File: src/rtl/l2h_pkg.sv
package l2h_pkg;
    localparam int KEY_W    = 60;
    localparam int HASH_W   = 11;
    localparam int WAY_W    = 2;
    localparam int NSLICE   = KEY_W / HASH_W;
    localparam int TOP_W    = KEY_W - NSLICE * HASH_W;
    localparam int IDX_W    = HASH_W + 1;
    localparam int ROW_W    = IDX_W + WAY_W;
    localparam int HALF_W   = 16;
    localparam int ROT_A_SL = 1;
    localparam int ROT_A    = 5;
    localparam int ROT_B_SL = 3;
    localparam int ROT_B    = 6;

    typedef logic [KEY_W-1:0]  key_t;
    typedef logic [HASH_W-1:0] hash_t;
    typedef logic [IDX_W-1:0]  idx_t;
    typedef logic [ROW_W-1:0]  row_t;
    typedef logic [WAY_W-1:0]  way_t;

    typedef struct packed {
        logic valid;
        idx_t idx0;
        idx_t idx1;
        row_t row0;
        row_t row1;
    } res_t;

    function automatic hash_t rotr(input hash_t v, input int n);
        hash_t r;
        r = v;
        for (int i = 0; i < n; i++) r = {r[0], r[HASH_W-1:1]};
        return r;
    endfunction
endpackage

File: src/rtl/l2h_fold.sv
module l2h_fold
    import l2h_pkg::*;
#(
    parameter bit ROTATE = 1'b0
) (
    input  key_t  key,
    output hash_t hash
);
    hash_t acc;
    always_comb begin
        acc = hash_t'(key[KEY_W-1 -: TOP_W]);
        for (int i = 0; i < NSLICE; i++) begin
            hash_t s;
            s = key[i*HASH_W +: HASH_W];
            if (ROTATE && i == ROT_A_SL) s = rotr(s, ROT_A);
            if (ROTATE && i == ROT_B_SL) s = rotr(s, ROT_B);
            acc = acc ^ s;
        end
    end
    assign hash = acc;
endmodule

File: src/rtl/l2h_bank.sv
module l2h_bank
    import l2h_pkg::*;
#(
    parameter bit UPPER = 1'b0
) (
    input  hash_t h_plain,
    input  hash_t h_rot,
    input  logic  use_rot,
    input  way_t  way,
    output idx_t  idx,
    output row_t  row
);
    hash_t pick;
    always_comb begin
        pick = use_rot ? h_rot : h_plain;
        idx  = {UPPER, pick};
        row  = {idx, way};
    end
endmodule

File: src/rtl/l2hash_unit.sv
module l2hash_unit
    import l2h_pkg::*;
#(
    parameter bit REG_OUT = 1'b1
) (
    input  logic        clk,
    input  logic        rst_n,
    input  logic        in_valid,
    input  logic [59:0] key,
    input  logic [1:0]  alg_sel,
    input  logic [1:0]  way_sel,
    output logic        out_valid,
    output logic [11:0] bank0_idx,
    output logic [11:0] bank1_idx,
    output logic [31:0] idx_pair,
    output logic [13:0] bank0_row,
    output logic [13:0] bank1_row
);
    hash_t h_plain, h_rot;
    idx_t  idx0_c, idx1_c;
    row_t  row0_c, row1_c;
    res_t  res_d, res_q, res_o;

    l2h_fold #(.ROTATE(1'b0)) u_fold_plain (.key(key), .hash(h_plain));
    l2h_fold #(.ROTATE(1'b1)) u_fold_rot   (.key(key), .hash(h_rot));

    l2h_bank #(.UPPER(1'b0)) u_bank0 (
        .h_plain(h_plain), .h_rot(h_rot), .use_rot(alg_sel[0]),
        .way(way_sel), .idx(idx0_c), .row(row0_c));
    l2h_bank #(.UPPER(1'b1)) u_bank1 (
        .h_plain(h_plain), .h_rot(h_rot), .use_rot(alg_sel[1]),
        .way(way_sel), .idx(idx1_c), .row(row1_c));

    always_comb begin
        res_d       = res_q;
        res_d.valid = in_valid;
        if (in_valid) begin
            res_d.idx0 = idx0_c;
            res_d.idx1 = idx1_c;
            res_d.row0 = row0_c;
            res_d.row1 = row1_c;
        end
    end

    generate
        if (REG_OUT) begin : g_reg
            always_ff @(posedge clk or negedge rst_n) begin
                if (!rst_n) res_q <= '0;
                else        res_q <= res_d;
            end
            assign res_o = res_q;

            assert_valid_lat_R8: assert property (@(posedge clk) disable iff (!rst_n)
                out_valid == $past(in_valid));
            assert_hold_R9: assert property (@(posedge clk) disable iff (!rst_n)
                !$past(in_valid) |-> ($stable(bank0_idx) && $stable(bank1_idx)
                                      && $stable(bank0_row) && $stable(bank1_row)));
            assert_bank_half_R5: assert property (@(posedge clk) disable iff (!rst_n)
                out_valid |-> (!bank0_idx[11] && bank1_idx[11]));
            assert_way_rows_R6: assert property (@(posedge clk) disable iff (!rst_n)
                out_valid |-> (bank0_row[1:0] == $past(way_sel)
                               && bank1_row[1:0] == $past(way_sel)));
            assert_same_alg_R4: assert property (@(posedge clk) disable iff (!rst_n)
                ($past(in_valid) && $past(alg_sel[0]) == $past(alg_sel[1]))
                |-> (bank0_idx[10:0] == bank1_idx[10:0]));
            assert_pair_R7: assert property (@(posedge clk) disable iff (!rst_n)
                (idx_pair[31:28] == 4'd0 && idx_pair[15:12] == 4'd0
                 && idx_pair[27:16] == bank1_row[13:2]));
        end else begin : g_comb
            always_comb begin
                res_q = '0;
            end
            always_comb begin
                res_o       = res_d;
                res_o.idx0  = idx0_c;
                res_o.idx1  = idx1_c;
                res_o.row0  = row0_c;
                res_o.row1  = row1_c;
            end
        end
    endgenerate

    assign out_valid = res_o.valid;
    assign bank0_idx = res_o.idx0;
    assign bank1_idx = res_o.idx1;
    assign bank0_row = res_o.row0;
    assign bank1_row = res_o.row1;
    assign idx_pair  = {(HALF_W-IDX_W)'(0), res_o.idx1, (HALF_W-IDX_W)'(0), res_o.idx0};
endmodule

File: config.mk
export PLATFORM = sky130hd
export DESIGN_NAME = l2hash_unit
export DESIGN_NICKNAME = d
export VERILOG_FILES = /design/src/rtl/l2h_pkg.sv /design/src/rtl/l2h_fold.sv /design/src/rtl/l2h_bank.sv /design/src/rtl/l2hash_unit.sv
export SDC_FILE = /design/constraint.sdc
export NUM_CORES = 1
export LEC_CHECK = 0
export ABC_AREA = 1
export CORE_ASPECT_RATIO = 1.75
export CORE_MARGIN = 1.5
export CORE_UTILIZATION = 35
export DETAILED_ROUTE_END_ITERATION = 7
export DONT_BUFFER_PORTS = 1
export SKIP_LAST_GASP = 1
export SLEW_MARGIN = 20
export SYNTH_ARGS = -nofsm -noshare
export SYNTH_HDL_FRONTEND = slang
export SYNTH_SLANG_ARGS = --single-unit
File: constraint.sdc
create_clock -name clk -period 1.1 [get_ports clk]
set_input_delay 0.22 -clock clk [delete_from_list [all_inputs] [get_ports clk]]
set_output_delay 0.22 -clock clk [all_outputs]
set_load 0.02 [all_outputs]
=== Yosys cells after proc, flatten, opt, wreduce, memory -nomap -nowiden ===
Cells that the tools add are included.

* Register bits after elaboration: 51
* Output and inout port bits: 85
* Logic and storage cells: 16

* Multiplexer cells: 2
* Bitwise logic cells: 9

{| class="wikitable"
|+ Operators with widths
! kind !! count
|-
| 11-bit XOR || 8
|-
| 11-bit two-way mux || 2
|-
| 5-bit by 11-bit XOR with 11-bit output || 1
|}

=== Logic depth before layout (Yosys ltp) ===
* Word-level depth: 6
* Depth in mapped cells: 10
* Depth with buffers taken out: 10

=== By module ===
From an unflattened synthesis, not the netlist that was laid out.

* Cell total of the unflattened synthesis: 764
* Area, all modules: 4663.2 um^2

{| class="wikitable"
|+ Modules (own cells, without submodules)
! module !! instances !! cells each !! area an instance (um^2) !! sequential area each (um^2)
|-
| l2hash_unit || 1 || 254 || 2343.5 || 1326.3
|-
| l2h_fold || 2 || 203 || 897.1 || 0.0
|-
| l2h_bank || 2 || 52 || 262.8 || 0.0
|}

=== Worst setup path before layout ===
No wires, ideal clock.

* Path kind: input to register
* From: input key[14]
* To: register res_q, in the netlist bank1_row[11]
* Data arrival time: 0.800 ns
* Required time: 0.982 ns
* Slack: 0.182 ns
* Cell stages on the path: 7
* Path buffers: 0
* Cells stage by stage: or2_1 -> nand2_1 -> nand2_1 -> nand3_1 -> nand3_1 -> nand3_1 -> nand2_1

* Cells in the longest elaborated chain, start to end: 5

{| class="wikitable"
|+ RTL lines
! element !! RTL line !! text
|-
| from (decl) || l2hash_unit.sv:9 || <nowiki>input logic [59:0] key,</nowiki>
|-
| 11-bit XOR (4 in series) || l2h_fold.sv:17 || <nowiki>acc = acc ^ s;</nowiki>
|-
| 11-bit two-way mux || l2h_bank.sv:15 || <nowiki>pick = use_rot ? h_rot : h_plain;</nowiki>
|-
| to (signal assigned) || l2hash_unit.sv:49 || <nowiki>else res_q <= res_d;</nowiki>
|-
| to (decl) || l2hash_unit.sv:22 || <nowiki>res_t res_d, res_q, res_o;</nowiki>
|}

No other way between the ends.
A chain may end at the register's enable or synchronous reset.

==> impl_metrics.env <==
export IMPL_finalSetupViolations=0
export IMPL_post_synth_top_count_cell="sky130_fd_sc_hd__nand2_1"
export IMPL_critical_path_top_delay_family="flip-flops"
export IMPL_cts_buffers_inserted=3
export IMPL_timing_critical_path_required_ns=0.88
export IMPL_yosys_area_top_type_share_pct=23.7
export IMPL_postSynthCellCount=496
export IMPL_worst_path_largest_cell_delay_ns=0.39
export IMPL_worstPathArrival_ns=0.85
export IMPL_tns_ns=0
export IMPL_ys_types=16
export IMPL_cts_clk_slew_worst_paths_ns=0.06
export IMPL_swShare_pct=42.6
export IMPL_synth_top_cell_by_area="sky130_fd_sc_hd__nand2_1"
export IMPL_area_overhead_of_the_layout_relative_to_synthesis_pct=-3.82
export IMPL_regToRegSetupSlack_ns=0.27
export IMPL_grt_max_degree=28
export IMPL_n_antenna_cell=0
export IMPL_synth_seq_cells=26
export IMPL_fin_worst_skew_ns=0
export IMPL_hold_slack_ns=0.0825
export IMPL_power_density_nw_per_um2=1240
export IMPL_rows=44
export IMPL_die_h_um=124
export IMPL_grt_pass1_vias=2527
export IMPL_yosys_warnings=0
export IMPL_critPathMaxFanout=3
export IMPL_max_clock_path_buffers=2
export IMPL_syn_cell_area_um2=2950
export IMPL_power_report_internal_total_mw=2.01
export IMPL_critical_path_n_buffers_inverters=1
export IMPL_layout_cells_non_filler=552
export IMPL_floorplan_initialDensity_pct=35.7
export IMPL_coreArea_um2=8260
export IMPL_portBuffers=0
export IMPL_cp_num_cells=1
export IMPL_n_fill_cell=906
export IMPL_synthFlopType="sky130_fd_sc_hd__dfrtp_1"
export IMPL_timing_critical_path_from_type="register"
export IMPL_finish_net_count=529
export IMPL_power_clock_fraction_pct=21.6
export IMPL_clock_tree_root_cell="sky130_fd_sc_hd__clkbuf_16"
export IMPL_totalWireLength_mm=6.87
export IMPL_report_final_slew_viol_count=0
export IMPL_detail_route_drc_violations=0
export IMPL_final_hold_violation_count=0
export IMPL_dp_cells=546
export IMPL_worst_hold_path_type="input pin to register"
export IMPL_crit_path_kind="register to output port"
export IMPL_vdd_ir_drop_max_mv=0.550
export IMPL_fin_crit_ns=1.07
export IMPL_global_route_overflow_total=0
export IMPL_reg2reg_path_depth=2
export IMPL_final_layout_size_suffix_gt1_share_pct=6.52
export IMPL_timing_critical_path_to_type="output port"
export IMPL_yosys_top_cells_area="sky130_fd_sc_hd__nand2_1, sky130_fd_sc_hd__dfrtp_1, sky130_fd_sc_hd__nand3_1"
export IMPL_crit_path_cell_trace="buf_4"
export IMPL_grt_use_total_pct=15.4
export IMPL_netSwitchingPower_mw=1.50
export IMPL_num_vias=2635
export IMPL_cap_viol_max_count=0
export IMPL_tritoncts_clock_tree="built"
export IMPL_drt_antenna_violating_nets=0
export IMPL_global_route_wire_length_before_repair_mm=11.2
export IMPL_chipWidth_um=72.4
export IMPL_rsz0062_at_grt="no"
export IMPL_power_leakage_nw=1.72
export IMPL_maxClockFrequency_mhz=938
export IMPL_io_pins=152
export IMPL_place_congestion=0.836
export IMPL_async_flop_share_pct=100
export IMPL_status="finished clean"
export IMPL_antenna_violations_before_repair=0
export IMPL_dr_first_iter_drc_count=137
export IMPL_avgSynthCellArea_um2=5.94
export IMPL_seqPwrFrac_pct=41.0
export IMPL_cts_sink_count=26
export IMPL_htreeDepth=1
export IMPL_post_drt_wl_per_cell_um=12.4
export IMPL_drt_pre_antenna_iters=4
export IMPL_worst_slew_pin_slew_ns=0.660
export IMPL_worst_path_max_delay_cell="sky130_fd_sc_hd__dfrtp_1"
export IMPL_synth_edff_count=0
export IMPL_yosysSeqAreaShare_pct=22.1
export IMPL_vias_per_cell=4.77
export IMPL_clk_insertion_delay_late_ns=0.25
export IMPL_postCtsSetupRepairBufs=0
export IMPL_min_delay_path_depth=1
export IMPL_ys_top_cells_by_count="sky130_fd_sc_hd__nand2_1, sky130_fd_sc_hd__nand3_1, sky130_fd_sc_hd__inv_1, sky130_fd_sc_hd__buf_4, sky130_fd_sc_hd__dfrtp_1"
export IMPL_combinational_fraction_of_design_power_pct=37.4
export IMPL_period_share_pct=96.9
export IMPL_dp_hpwl_mm=5.73
export IMPL_fp_dieArea_um2=9000
export IMPL_worst_slew_margin_rel_pct=55.9
## what timing repair did
item | 4_1_cts | 5_1_grt
hold endpoints to repair | 27 | 0
resized for setup | 9 | 0
endpoints found under the setup margin | 27 | 0
hold buffers | 3 | 0
## flip-flops by register name (all words and copies together), names as in the netlist
register / cells
out_valid: 1
bank0_row: 11
bank1_row: 14
## kinds of logic (layout without fill, tap and decap cells)
logic type	count (synthesis)	after routing	synth area share, %
buf+inv	137	91	26.2
flops	26	26	22.1
xor+xnor	22	22	6.54
other cells	1	11	0.127
simple gates	310	310	45.1
## metrics by stage
stage	total power [mW]	utilization (%)	setup slack, ns	cell area (um^2)
5_1_grt	3.76	34.3	0.00323	2830
2_1_floorplan	2.86	-	0.182	2980
3_5_place_dp	2.73	32.8	0.0737	2710
3_3_place_gp	2.70	32.8	0.0871	2710
4_1_cts	3.54	34.3	0.0266	2830
6_report	3.51	34.3	0.0339	2830
## worst paths after layout
check                                          start                   endpoint
setup / recovery           bank0_row[10]$_DFFE_PN0P_               bank0_idx[8]
hold / removal                              in_valid  bank1_row[13]$_DFFE_PN0P_
setup reg to reg            bank1_row[6]$_DFFE_PN0P_   bank1_row[6]$_DFFE_PN0P_
hold reg to reg            bank1_row[13]$_DFFE_PN0P_  bank1_row[13]$_DFFE_PN0P_
max in group asynchronous                      rst_n  bank1_row[12]$_DFFE_PN0P_
min in group asynchronous                      rst_n   bank0_row[9]$_DFFE_PN0P_
## per-layer routing
layer	routed length (um)	vias up	GRT usage [%]	part of all wire [%]
li1	-	1372	-	-
met4	76	0	3.77	1.1
met5	0	-	0	0
met1	2680	1158	17.3	39
met2	3570	101	29.0	52
met3	538	4	2.51	7.8
## cell usage in the layout (no fill, tap or decap), drive strengths merged
cell type / netlist / final
nand2: 186 / 186
nand3: 93 / 93
inv: 69 / 69
dfrtp: 26 / 26
buf: 64 / 17
nor2: 16 / 16
xnor2: 13 / 13
conb: 1 / 11
nand3b: 9 / 9
xor2: 9 / 9
or2: 6 / 6
clkbuf: 4 / 3
dlygate4sd3: 0 / 2
## cell type report
type	instances	area (um^2)	share of cell area, %
Multi-Input combinational cell	343	1560	55.1
Sequential cell	26	662	23.4
Inverter	69	259	9.14
Timing Repair Buffer	19	160	5.65
Tap cell	92	115	4.06
Clock buffer	3	75.1	2.65
## power by group through the flow
stage	registers, mW	logic [mW]	clock network [mW]
5_1_grt	1.47	1.48	0.817
2_1_floorplan	1.39	1.47	0
6_report	1.44	1.31	0.756
3_3_place_gp	1.45	1.25	0
3_5_place_dp	1.45	1.28	0
4_1_cts	1.44	1.32	0.780
(Power assumes the default switching activity.)
